`src/rtl/psr_pkg.sv`:
```
package psr_pkg;
  typedef enum logic [1:0] {
    MODE_HOLD  = 2'd0,
    MODE_LOAD  = 2'd1,
    MODE_SHIFT = 2'd2
  } psr_mode_e;

  localparam int unsigned CTRL_W = 4;
  // Packing of the sampled pins: {ser, load_n, sen_n, sclk}
  localparam int unsigned IDX_SCLK  = 0;
  localparam int unsigned IDX_SEN_N = 1;
  localparam int unsigned IDX_LOAD_N = 2;
  localparam int unsigned IDX_SER   = 3;
  localparam logic [CTRL_W-1:0] CTRL_IDLE = 4'b0110;

  function automatic psr_mode_e pick_mode(input logic load_n, input logic shift_evt);
    if (!load_n)        return MODE_LOAD;
    else if (shift_evt) return MODE_SHIFT;
    else                return MODE_HOLD;
  endfunction
endpackage

```
`src/rtl/psr_sync.sv`:
```
module psr_sync #(
  parameter int unsigned WIDTH = 4,
  parameter int unsigned STAGES = 2,
  parameter logic [WIDTH-1:0] RST_VAL = '0
) (
  input  logic             clk,
  input  logic             rst,
  input  logic [WIDTH-1:0] d_i,
  output logic [WIDTH-1:0] q_o
);
  logic [WIDTH-1:0] pipe [STAGES];

  for (genvar s = 0; s < STAGES; s++) begin : g_stage
    if (s == 0) begin : g_first
      always_ff @(posedge clk) begin
        if (rst) pipe[s] <= RST_VAL;
        else     pipe[s] <= d_i;
      end
    end else begin : g_next
      always_ff @(posedge clk) begin
        if (rst) pipe[s] <= RST_VAL;
        else     pipe[s] <= pipe[s-1];
      end
    end
  end

  assign q_o = pipe[STAGES-1];
endmodule

```
`src/rtl/psr_edge.sv`:
```
module psr_edge (
  input  logic clk,
  input  logic rst,
  input  logic sclk_s,
  input  logic sen_n_s,
  input  logic load_n_s,
  output logic gate_now,
  output logic release_evt,
  output logic shift_evt
);
  logic gate_prev;
  logic load_n_prev;

  assign gate_now    = sclk_s | sen_n_s;
  assign release_evt = load_n_s & ~load_n_prev;
  assign shift_evt   = load_n_s & ~release_evt & gate_now & ~gate_prev;

  // The previous gate value always follows the current one, so on the
  // release cycle it is re-initialised and no stale edge survives.
  always_ff @(posedge clk) begin
    if (rst) begin
      gate_prev   <= 1'b1;
      load_n_prev <= 1'b1;
    end else begin
      gate_prev   <= gate_now;
      load_n_prev <= load_n_s;
    end
  end
endmodule

```
`src/rtl/psr_stages.sv`:
```
module psr_stages
  import psr_pkg::*;
#(
  parameter int unsigned WIDTH = 8
) (
  input  logic             clk,
  input  logic             rst,
  input  psr_mode_e        mode,
  input  logic             ser_bit,
  input  logic [WIDTH-1:0] par_i,
  output logic [WIDTH-1:0] stages
);
  function automatic logic [WIDTH-1:0] shift_one(input logic [WIDTH-1:0] cur,
                                                input logic in_bit);
    return {cur[WIDTH-2:0], in_bit};
  endfunction

  always_ff @(posedge clk) begin
    if (rst) begin
      stages <= '0;
    end else begin
      unique case (mode)
        MODE_LOAD:  stages <= par_i;
        MODE_SHIFT: stages <= shift_one(stages, ser_bit);
        default:    stages <= stages;
      endcase
    end
  end
endmodule

```
`src/rtl/psr_shift_reg.sv`:
```
module psr_shift_reg
  import psr_pkg::*;
#(
  parameter int unsigned WIDTH = 8,
  parameter int unsigned SYNC_STAGES = 2
) (
  input  logic             clk,
  input  logic             rst,
  input  logic             sclk_i,
  input  logic             sen_n_i,
  input  logic             load_n_i,
  input  logic             ser_i,
  input  logic [WIDTH-1:0] par_i,
  output logic             q_o,
  output logic             q_n_o
);
  localparam int unsigned LAST = WIDTH - 1;

  logic [CTRL_W-1:0] pins_raw;
  logic [CTRL_W-1:0] pins_s;
  logic              load_n_s;
  logic              ser_d;
  logic              gate_now;
  logic              release_evt;
  logic              shift_evt;
  psr_mode_e         mode;
  logic [WIDTH-1:0]  stages;

  assign pins_raw[IDX_SCLK]   = sclk_i;
  assign pins_raw[IDX_SEN_N]  = sen_n_i;
  assign pins_raw[IDX_LOAD_N] = load_n_i;
  assign pins_raw[IDX_SER]    = ser_i;

  // Serial data rides in the same synchronizer so it stays aligned with the edge.
  psr_sync #(
    .WIDTH  (CTRL_W),
    .STAGES (SYNC_STAGES),
    .RST_VAL(CTRL_IDLE)
  ) u_sync (
    .clk(clk),
    .rst(rst),
    .d_i(pins_raw),
    .q_o(pins_s)
  );

  assign load_n_s = pins_s[IDX_LOAD_N];
  assign ser_d    = pins_s[IDX_SER];

  psr_edge u_edge (
    .clk        (clk),
    .rst        (rst),
    .sclk_s     (pins_s[IDX_SCLK]),
    .sen_n_s    (pins_s[IDX_SEN_N]),
    .load_n_s   (load_n_s),
    .gate_now   (gate_now),
    .release_evt(release_evt),
    .shift_evt  (shift_evt)
  );

  assign mode = pick_mode(load_n_s, shift_evt);

  psr_stages #(.WIDTH(WIDTH)) u_stages (
    .clk    (clk),
    .rst    (rst),
    .mode   (mode),
    .ser_bit(ser_d),
    .par_i  (par_i),
    .stages (stages)
  );

  assign q_o   = stages[LAST];
  assign q_n_o = ~stages[LAST];
endmodule

```
`config.mk`:
```
export PLATFORM = sky130hd
export DESIGN_NAME = psr_shift_reg
export DESIGN_NICKNAME = d
export VERILOG_FILES = /design/src/rtl/psr_pkg.sv /design/src/rtl/psr_sync.sv /design/src/rtl/psr_edge.sv /design/src/rtl/psr_stages.sv /design/src/rtl/psr_shift_reg.sv
export SDC_FILE = /design/constraint.sdc
export NUM_CORES = 1
export LEC_CHECK = 0
export CAP_MARGIN = 10
export CORE_MARGIN = 1.5
export CORE_UTILIZATION = 25
export DETAILED_ROUTE_END_ITERATION = 10
export PLACE_DENSITY = 0.56
export SLEW_MARGIN = 20
export SYNTH_ARGS = -nofsm -noshare
export SYNTH_HDL_FRONTEND = slang
export SYNTH_SLANG_ARGS = --single-unit
```
`constraint.sdc`:
```
create_clock -name clk -period 1.35 [get_ports clk]
set_input_delay 0.405 -clock clk [delete_from_list [all_inputs] [get_ports clk]]
set_output_delay 0.405 -clock clk [all_outputs]
set_load 0.005 [all_outputs]
```
==> summary.md, run 1 <==
| Metric | Value |
|---|---|
| Clock transition at the registers of the reported paths | 0.10 ns |
| Number of buffers added on ports | 15 |
| Post-Syn Area per Cell | 9.72 um2 |
| Maximum capacitance violations | 0 |
| Yosys warnings | 0 |
| Wire per inst | 10.5 um |
| Layout Skew | around 0.0033 ns |
| Period utilization | 95.4% |
| CTS Buf Count | 3 |
| WL final | 1.23 mm |
| Status | completed |
| Sw Ratio | 21.3% |
| Starting density of the core | between 20% and 30% |
| Cell variety after synth | 16 |
| DRT antenna net count | 0 |
| Seq cells post-synth | 18 |
| Comb power frac | 9.5% |
| Root buffer cell | clkbuf_4 |
| Die footprint | roughly 3000 um2 |
| Final hold vios | 0 |
| Fill cell total of the finished layout | between 200 and 300 |
| Slew headroom | ~62% |
| First-pass GRT wire length | 2.07 mm |
| Crit-path leading delay family | flip-flops |
| Crit-path cells | dlygate4sd2_1 |
| Setup crit end kind | output pin |
| Chip Width | around 55 um |
| P_sw | 0.212 mW |
| GRT Residual Overflow | 0 |
| CTS tree | built |
| Leak | 0.313 nW |
| Final setup viols | 0 |
| Total Power | 0.996 mW |
| Clock share of power | 33.1% |
| Fraction of layout cells with a size suffix above 1 | 20.7% |
| Gr usage total | 9.67% |
| Initial antenna violation count | 0 |
| Worst-path fanout max | 3 |
| PnR worst setup slack | 0.0616 ns |
| Via count | 535 |
| Insertion delay to the later sink of the worst-skew pair | between 0.2 and 0.3 ns |
| CP arrival | 0.88 ns |
| Ant diodes | 0 |
| Hold Path Class | flop to flop |
| Power density over cell area | 1120 nW/um2 |
| Largest stage delay on the critical path | around 0.34 ns |
| TritonRoute pass-1 iters | 4 |
| DRT iter0 DRCs | 12 |
| Seq/Total Area, Yosys | 52.9% |
| Fin crit period | 1.29 ns |
| Setup CP Type | flop to output pin |
| Fmax | 776 MHz |
| Mapped cell area | 681 um2 |
| Sink Count | 18 |
| Flop pwr share | a little under three fifths |
| Vias in the first global route | between 400 and 500 |
| Placement Rows | 18 |
| Area of the multi-input gates | roughly 280 um2 |
| Unrepaired setup endpoints after global routing | false |
| Slew Viols, Final | 0 |
| Crit path buf inv count | 1 |
| Clock buffer depth | 2 |
| Crit start category | flop |
| Slew @ Worst Pin | 0.565 ns |
| Synth Net Count | 84 |
| IR drop worst, VDD | 0.641 mV |
| Hold-fix buffer count after cts | 0 |
| Layout area overhead | 31.1% |
| Nets | 102 |
| GPL Wtd Cong | 0.764 |
| Largest net degree at the start of global routing | 18 |
| Internal power component | 0.784 mW |
| Register area | 362 um2 |
| I/O pin total | 16 |
| Worst path slowest cell | dfxtp_2 |
| DRC viols | 0 |
| Via density | between 4 and 5 |
| Die H | between 50 and 60 um |
| H-Tree Depth | 1 |
| Crit path required time | 0.95 ns |
| Core area | 2520 um2 |
| Post-place setup slack | -0.0953 ns |
| Post-Syn Instances | 70 |
==> placed cells by master (no fill, tap or decap) <==
cell / netlist / routed
nand3_2: 1 / 1
clkbuf_4: 0 / 3
or2_2: 6 / 6
nor2b_1: 4 / 4
nor2b_4: 0 / 1
nor2_2: 1 / 1
buf_4: 1 / 3
inv_1: 1 / 1
a311oi_1: 8 / 8
dlygate4sd2_1: 0 / 1
clkdlybuf4s15_1: 0 / 1
dfxtp_1: 18 / 17
dfxtp_2: 0 / 1
clkbuf_8: 0 / 1
nand3_1: 7 / 7
nand2b_1: 1 / 1
clkdlybuf4s50_1: 0 / 13
or3_2: 1 / 1
nor2_1: 8 / 8
o21ai_0: 8 / 8
==> kinds of logic (layout without fill, tap and decap cells) <==
group	Yosys count	in the layout	share of synthesized area (%)
AND/OR/NAND/NOR	30	30	24.5
flip-flops	18	18	52.9
AO/OA/AOI/OAI	16	16	16.2
buffers and inverters	6	23	6.43
==> power groups by stage <==
stage	registers (mW)	logic (mW)	clock network, mW
final	0.573	0.0942	0.329
after global routing	0.577	0.105	0.370
after CTS	0.573	0.0950	0.343
after detailed placement	0.585	0.0942	0
after global placement	0.584	0.0930	0
after floorplan	0.577	0.0480	0
==> what timing repair did <==
item / CTS / global route
setup buffers: 1 / 0
hold endpoints to repair: 0 / 0
gates resized for setup: 3 / 2
setup endpoints to repair: 2 / 2
==> synth_stat cells <==
master / n / area [um2]
a311oi_1: 8 / 70.1
nand3_2: 1 / 10.0
o21ai_0: 8 / 40.0
buf_2: 2 / 10.0
inv_1: 1 / 3.75
nor2_1: 8 / 30.0
nor2_2: 1 / 6.26
dfxtp_1: 18 / 360
or2_2: 6 / 37.5
nor2b_2: 1 / 8.76
or3_2: 1 / 7.51
nand3_1: 7 / 35.0
buf_6: 2 / 22.5
nand2b_1: 1 / 6.26
nor2b_1: 4 / 25.0
buf_4: 1 / 7.51
==> final timing paths <==
kind	endpoint	startpoint	slack (ns)	depth (start not counted)
setup reg to reg	u_stages.stages[5]	u_sync.pipe[1][2]	0.12	2
hold / removal	u_sync.pipe[1][2]	u_sync.pipe[0][2]	0.42	1
setup / recovery	q_o	u_stages.stages[7]	0.06	1
hold reg to reg	u_sync.pipe[1][2]	u_sync.pipe[0][2]	0.42	1
==> layout make-up <==
cell class,count,share of cell area (%)
clock buffer,4,4.07
timing repair buffer,18,19.2
tap,30,4.21
multi-input combinational,46,31.6
sequential,18,40.5
inverter,1,0.421
==> registers in the layout, indices dropped and copies added (netlist names) <==
| signal | cells |
|---|---|
| u_edge.gate_prev | 1 |
| u_stages.stages | 8 |
| u_edge.load_n_prev | 1 |
| u_sync.pipe | 8 |
==> stage by stage <==
stage | cells | utilization, % | setup TNS, ns | hold slack, ns | area [um2]
after floorplan | 70 | - | 0 | 0.389 | 681
after global placement | 112 | 33.4 | -0.423 | 0.394 | 843
after detailed placement | 112 | 33.4 | -0.507 | 0.393 | 843
after CTS | 117 | 35.1 | 0 | 0.418 | 886
after global routing | 117 | 35.4 | 0 | 0.446 | 892
final | 117 | 35.4 | 0 | 0.417 | 892
==> metal layers <==
metal  up-vias  wire length [um]  GRT usage (%)
met4         0                 0           1.22
met2        21               515           15.7
met3         0               123           5.65
li1        281                 -              -
met1       233               591           11.3
met5         -                 0              0
Power figures use the tool's default switching activity.
==> run 2: changes to the inputs <==
--- a/config.mk
+++ b/config.mk
@@ -9,8 +9,9 @@
 export CORE_MARGIN = 1.5
 export CORE_UTILIZATION = 25
 export DETAILED_ROUTE_END_ITERATION = 10
+export GPL_TIMING_DRIVEN = 0
 export PLACE_DENSITY = 0.56
-export SLEW_MARGIN = 20
+export SLEW_MARGIN = 0
 export SYNTH_ARGS = -nofsm -noshare
 export SYNTH_HDL_FRONTEND = slang
 export SYNTH_SLANG_ARGS = --single-unit
==> constraint.sdc (replaced) <==
create_clock -name clk -period 1.35 [get_ports clk]
set_input_delay 0.27 -clock clk [delete_from_list [all_inputs] [get_ports clk]]
set_output_delay 0.27 -clock clk [all_outputs]
set_load 0.005 [all_outputs]
==> run 2 against run 1 <==
  * Global-route usage grew 0.30 points
  * Clock-buffer cell count unchanged
  * Flip-flop and latch count unchanged
  * Setup slack improved by 0.043 ns
  * Clock power is essentially flat
  * Sequential share of layout area fell by 0.89 points
  * Fmax up 3.5%
  * Power up 0.41%
  * Non-clock buffer count increased by 3
  * Sequential power shrank 1%
  * Clock skew fell by 0.0012 ns
  * Largest cell class unchanged
  * Highest routed layer is now met4
==> summary.md, run 2 (synthesized netlist as in run 1, its figures left out) <==
| Metric | Value |
|---|---|
| Routed length on met2 | 572 um (+11%) |
| P_sw | 0.214 mW (+0.71%) |
| CTS Buf Count | 3 (unchanged) |
| Insertion delay to the later sink of the worst-skew pair | 0.29 ns (about the same) |
| Die footprint | 3040 um2 (unchanged) |
| Fill cell total of the finished layout | 271 (-0.73%) |
| Setup crit end kind | output pin |
| Die H | 55.2 um (unchanged) |
| Crit-path cells | buf_4 -> inv_1 -> clkdlybuf4s15_1 |
| WHS | 0.416 ns (-0.00110 ns) |
| IR drop worst, VDD | 0.692 mV (+8.0%) |
| Commonest non-fill, non-tap cells in the layout | 17 x dfxtp_1, 13 x clkdlybuf4s50_1, 8 x o21ai_0, 8 x nor2_1, 8 x a311oi_1 |
| Placement Rows | 18 (unchanged) |
| Clock buffer depth | 2 (unchanged) |
| DRC viols | 0 (unchanged) |
| Unrepaired setup endpoints after global routing | false |
| PnR worst setup slack | 0.105 ns (+0.0431 ns) |
| GPL Wtd Cong | 0.698 (-8.7%) |
| Slew @ Worst Pin | 0.301 ns (-0.264 ns) |
| Worst-path fanout max | 2 (-1) |
| Starting density of the core | 27.0% (unchanged) |
| GRT Residual Overflow | 0 (unchanged) |
| Clock share of power | 32.9% (-0.2 points) |
| Status | completed |
| DRT antenna net count | 0 (unchanged) |
| I/O pin total | 16 (unchanged) |
| Largest net degree at the start of global routing | 11 (-7) |
| Vias in the first global route | 456 (-8.1%) |
| Wire length on met3 | 115 um (-6.5%) |
| DRT iter0 DRCs | 6 (-6) |
| Hold-fix buffer count after cts | 0 (unchanged) |
| CTS tree | built |
| Fin crit period | 1.25 ns (-0.0431 ns) |
| M1 WL | 599 um (+1.4%) |
| Largest stage delay on the critical path | 0.33 ns (about the same) |
| WL final | 1.30 mm (+5.3%) |
| Number of buffers added on ports | 15 (unchanged) |
| Maximum capacitance violations | 0 (unchanged) |
| Comb power frac | 10.5% (+1.0 points) |
| DP HPWL | ~870 um |
| Total Power | 1.00 mW (+0.41%) |
| Sw Ratio | 21.4% (+0.064 points) |
| Chip Width | 55.2 um (unchanged) |
| Slew Viols, Final | 0 (unchanged) |
| First-pass GRT wire length | 2.04 mm (-1.7%) |
| Post-place setup slack | -0.145 ns (-0.0493 ns) |
| Worst path slowest cell | dfxtp_2 |
| H-Tree Depth | 1 (unchanged) |
| Power density over cell area | 1100 nW/um2 (-1.8%) |
| Most common cell after layout, fill and taps aside | dfxtp_1 |
| Nets | 105 (+2.9%) |
| Gr usage total | 9.97% (+0.30 points) |
| Slew headroom | 79.9% (+18 points) |
| Core area | 2520 um2 (unchanged) |
| Fmax | 803 MHz (+3.5%) |
| Largest regs | u_stages.stages x8, u_sync.pipe x8 |
| Ant diodes | 0 (unchanged) |
| Layout Skew | 0.00210 ns (-0.00120 ns) |
| Flop pwr share | 56.6% (-0.9 points) |
| Crit path buf inv count | 3 (+2) |
| TritonRoute pass-1 iters | 4 (unchanged) |
| Crit path required time | 1.08 ns (+0.13 ns) |
| Internal power component | 0.786 mW (+0.32%) |
| Final hold vios | 0 (unchanged) |
| Via count | 559 (+4.5%) |
| CP arrival | 0.98 ns (+0.10 ns) |
| Leak | 0.320 nW (+2.2%) |
| Initial antenna violation count | 0 (unchanged) |
| Top sig layer | met4 |
| Wire per inst | 10.8 um (+2.7%) |
| Sink Count | 18 (unchanged) |
| Crit-path leading delay family | buffers and inverters |
| Crit start category | flop |
| Final setup viols | 0 (unchanged) |
| Hold Path Class | flop to flop |
| Root buffer cell | clkbuf_4 |
| Via density | 4.66 (+1.9%) |
| Core Util, Final | 36.2% (+0.79 points) |
| Period utilization | 92.2% (-3.2 points) |
| Fraction of layout cells with a size suffix above 1 | 23.3% (+2.6 points) |
| Setup CP Type | flop to output pin |
| Clock transition at the registers of the reported paths | 0.10 ns (about the same) |
| Layout area overhead | 34.0% |
==> run 2: cell type report <==
type                       instances  area [um2]  share of cell area (%)
buffer                             5        40.0                    4.39
clock buffer                       4        36.3                    3.98
inverter                           1        3.75                   0.412
multi-input combinational         46         277                    30.3
sequential                        18         362                    39.6
tap                               30        37.5                    4.12
timing repair buffer              16         156                    17.1
==> run 2: stage by stage <==
stage	setup TNS (ns)	cells	instance area [um2]
2_1_floorplan	0	70	681
3_3_place_gp	-0.446	115	868
3_5_place_dp	-0.569	115	868
4_1_cts	0	120	911
5_1_grt	0	120	912
6_report	0	120	912
==> run 2: power by group through the flow <==
| stage | sequential [mW] | clock [mW] | combinational, mW |
|---|---|---|---|
| after floorplan | 0.577 | 0 | 0.0480 |
| after global placement | 0.578 | 0 | 0.103 |
| after detailed placement | 0.579 | 0 | 0.104 |
| after CTS | 0.567 | 0.346 | 0.105 |
| after global routing | 0.569 | 0.367 | 0.116 |
| final | 0.567 | 0.329 | 0.105 |
==> run 2: per-layer routing <==
metal  global-route usage [%]  vias to the layer above
met4                     3.66                        0
met2                     15.5                       22
met5                        0                        -
met1                     11.4                      248
li1                         -                      287
met3                     5.65                        2
==> run 2: path summary, 6_finish.rpt <==
kind	cells after the start	from	endpoint	slack, ns
setup / recovery	3	u_stages.stages[7]	q_n_o	0.10
setup reg to reg	3	u_sync.pipe[1][1]	u_stages.stages[3]	0.21
hold / removal	1	u_sync.pipe[0][1]	u_sync.pipe[1][1]	0.42
hold reg to reg	1	u_sync.pipe[0][1]	u_sync.pipe[1][1]	0.42
==> run 2: repair_timing <==
item | in CTS | in global routing
endpoints found under the setup margin | 2 | 1
setup buffers | 1 | 0
gates resized for setup | 3 | 1
hold endpoints to repair | 0 | 0
==> run 2: worst register-to-register path, cell delays in order, from the launching register on <==
cell,delay [ns]
dfxtp_1,0.33
nor2_2,0.27
o21ai_0,0.16
a311oi_1,0.29
==> run 3: changes to the inputs <==
--- a/config.mk
+++ b/config.mk
@@ -14,4 +14,5 @@
 export SLEW_MARGIN = 0
 export SYNTH_ARGS = -nofsm -noshare
 export SYNTH_HDL_FRONTEND = slang
+export SYNTH_HIERARCHICAL = 1
 export SYNTH_SLANG_ARGS = --single-unit
==> run 3 against run 2 <==
  * The flow now finishes with violations (negative setup slack)
  * Power up 3.1%
  * Setup slack worse by 0.30 ns
  * Synthesized area up 0.18%
  * Final cell count down 6.7%
  * Hold slack worse by 0.0037 ns
  * Design area up 4.4%
  * Combinational power up 29%
  * Utilization up 1.6 points
  * Non-clock buffer count down 3
  * Flip-flop and latch count unchanged
  * Global-route usage down 1.7 points
  * Critical path depth up 3
==> summary.md, run 3 <==
| Metric | Value |
|---|---|
| Largest net degree at the start of global routing | 12 (+1) |
| Violations in the final reports | negative setup slack |
| Crit path required time | 1.52 ns (+0.44 ns) |
| Fin area | 952 um2 (+4.4%) |
| DRT iter0 DRCs | 2 (-4) |
| Vias in the first global route | 473 (+3.7%) |
| Slew @ Worst Pin | 0.297 ns (-0.00364 ns) |
| Slew Viols, Final | 0 (unchanged) |
| Layout area overhead | 39.6% |
| Register area | 362 um2 (unchanged) |
| Maximum capacitance violations | 0 (unchanged) |
| H-Tree Depth | 1 (unchanged) |
| Core area | 2520 um2 (unchanged) |
| Ant diodes | 0 (unchanged) |
| Post-Syn Area per Cell | 11.0 um2 (+13%) |
| Leak | 0.345 nW (+7.7%) |
| Root buffer cell | clkbuf_4 |
| Crit-path cells | or2_1 -> and4b_1 -> and2_4 -> ha_4 -> nor2b_1 -> a211oi_2 |
| Nets | 98 (-6.7%) |
| DP HPWL | 766 um (-11%) |
| Setup crit end kind | flop |
| Most common cell after layout, fill and taps aside | dfxtp_1 |
| Fmax | 649 MHz (-19%) |
| Hold Path Class | flop to flop |
| GPL Wtd Cong | 0.641 (-8.1%) |
| Slew headroom | 80.1% (+0.20 points) |
| Fraction of layout cells with a size suffix above 1 | 19.5% (-3.8 points) |
| CTS tree | built |
| Area of the multi-input gates | 328 um2 (+19%) |
| CTS Buf Count | 3 (unchanged) |
| Post-Syn Instances | 62 (-11%) |
| Unrepaired setup endpoints after global routing | true |
| I/O pin total | 16 (unchanged) |
| Yosys warnings | 6 (+6) |
| First-pass GRT wire length | 1.98 mm (-2.7%) |
| Worst-path fanout max | 9 (+7) |
| Placement Rows | 18 (unchanged) |
| Insertion delay to the later sink of the worst-skew pair | 0.28 ns (about the same) |
| Chip Width | 55.2 um (about the same) |
| Power density over cell area | 1080 nW/um2 (-1.3%) |
| Die footprint | 3050 um2 (+0.16%) |
| DRT antenna net count | 0 (unchanged) |
| Worst path slowest cell | dfxtp_1 |
| Wire per inst | 10.3 um (-4.4%) |
| WL final | 1.16 mm (-11%) |
| Synth Net Count | 77 (-8.3%) |
| Largest regs | u_stages/stages x8, u_sync/pipe x8 |
| Via count | 488 (-13%) |
| Commonest non-fill, non-tap cells in the layout | 17 x dfxtp_1, 13 x clkdlybuf4s50_1, 9 x nor2b_1, 8 x mux2i_1, 6 x or2_1 |
| Starting density of the core | 27.0% (+0.050 points) |
| RR Startpoint | u_sync/pipe[1][1] |
| Via density | 4.36 (-6.5%) |
| Mapped cell area | 682 um2 (+0.18%) |
| Setup CP Type | flop to flop |
| Core Util, Final | 37.7% (+1.6 points) |
| Placement Cell Area | 885 um2 (+1.9%) |
| Period utilization | 114% (+22 points) |
| Total Power | 1.03 mW (+3.1%) |
| Worst setup startpoint | u_sync/pipe[1][1] |
| Initial antenna violation count | 0 (unchanged) |
| GRT Residual Overflow | 0 (unchanged) |
| TritonRoute pass-1 iters | 3 (-1) |
| Sink Count | 18 (unchanged) |
| Largest stage delay on the critical path | 0.32 ns (about the same) |
| IR drop worst, VDD | 0.673 mV (-2.8%) |
| DRC viols | 0 (unchanged) |
| PnR worst setup slack | -0.191 ns (-0.296 ns) |
| Final hold vios | 0 (unchanged) |
| Number of buffers added on ports | 15 (unchanged) |
| Die H | 55.2 um (about the same) |
| Clock transition at the registers of the reported paths | 0.10 ns (about the same) |
| Crit-path leading delay family | simple AND/OR/NAND/NOR gates |
| Fin crit period | 1.54 ns (+0.296 ns) |
| Setup tns final | -1.30 ns (-1.30 ns) |
| CP arrival | 1.71 ns (+0.73 ns) |
| Status | finished, violations left |
| Final setup viols | 8 (+8) |
| Clock buffer depth | 2 (unchanged) |
| Crit start category | flop |
| Fill cell total of the finished layout | 269 (-0.74%) |
| Gr usage total | 8.26% (-1.7 points) |
| Layout Skew | 0.00185 ns (-0.000244 ns) |
| Min-delay src | u_sync/pipe[0][1] |
| Crit path buf inv count | 0 (-3) |
-- run 3: changes by cell type in the layout (fill, tap and decap cells not counted), moves of 2 or more --
| cell | change |
|---|---|
| a211oi_1 | +4 |
| a211oi_2 | +4 |
| a311oi_1 | -8 |
| and2b_1 | +2 |
| buf_2 | -2 |
| inv_1 | +2 |
| mux2i_1 | +8 |
| nand3_1 | -7 |
| nor2_1 | -8 |
| nor2b_1 | +5 |
| o21ai_0 | -8 |
| or2_1 | +6 |
| or2_2 | -6 |
-- run 3: power breakdown --
group          total, mW  switching (mW)  internal (mW)
sequential         0.573          0.0119          0.561
clock              0.323           0.159          0.164
combinational      0.135          0.0523         0.0831
total               1.03           0.223          0.808
-- run 3: routing by layer --
layer	track usage (%)	vias to the layer above	share of wire, %
met5	0	-	0
met4	5.23	0	1.0
met3	3.04	2	5.1
met2	12.6	11	50
met1	9.75	226	44
li1	-	249	-
-- run 3: final timing paths --
check	to	slack, ns	cells after the start
max	u_stages/stages[2]	-0.19	6
min	u_sync/pipe[1][1]	0.41	1
max reg2reg	u_stages/stages[2]	-0.19	6
min reg2reg	u_sync/pipe[1][1]	0.41	1
-- run 3: final cells by class --
| class | count | share of cell area [%] |
|---|---|---|
| sequential | 18 | 38.0 |
| multi-input combinational | 38 | 34.4 |
| timing repair buffer | 16 | 16.3 |
| tap | 30 | 3.94 |
| clock buffer | 4 | 3.81 |
| inverter | 4 | 1.84 |
| buffer | 2 | 1.71 |
-- run 3: what timing repair did --
item,CTS,global route
gates resized for setup,7,2
hold buffers,0,0
setup buffers,1,0
endpoints found under the hold margin,0,0
endpoints found under the setup margin,10,8
-- run 3: stage by stage --
| step | instances | setup slack [ns] | hold WS [ns] |
|---|---|---|---|
| finish | 112 | -0.191 | 0.412 |
| global route | 112 | -0.271 | 0.443 |
| CTS | 112 | -0.181 | 0.416 |
| detailed placement | 107 | -0.210 | 0.391 |
| global placement | 107 | -0.213 | 0.388 |
| floorplan | 62 | -0.0654 | 0.342 |
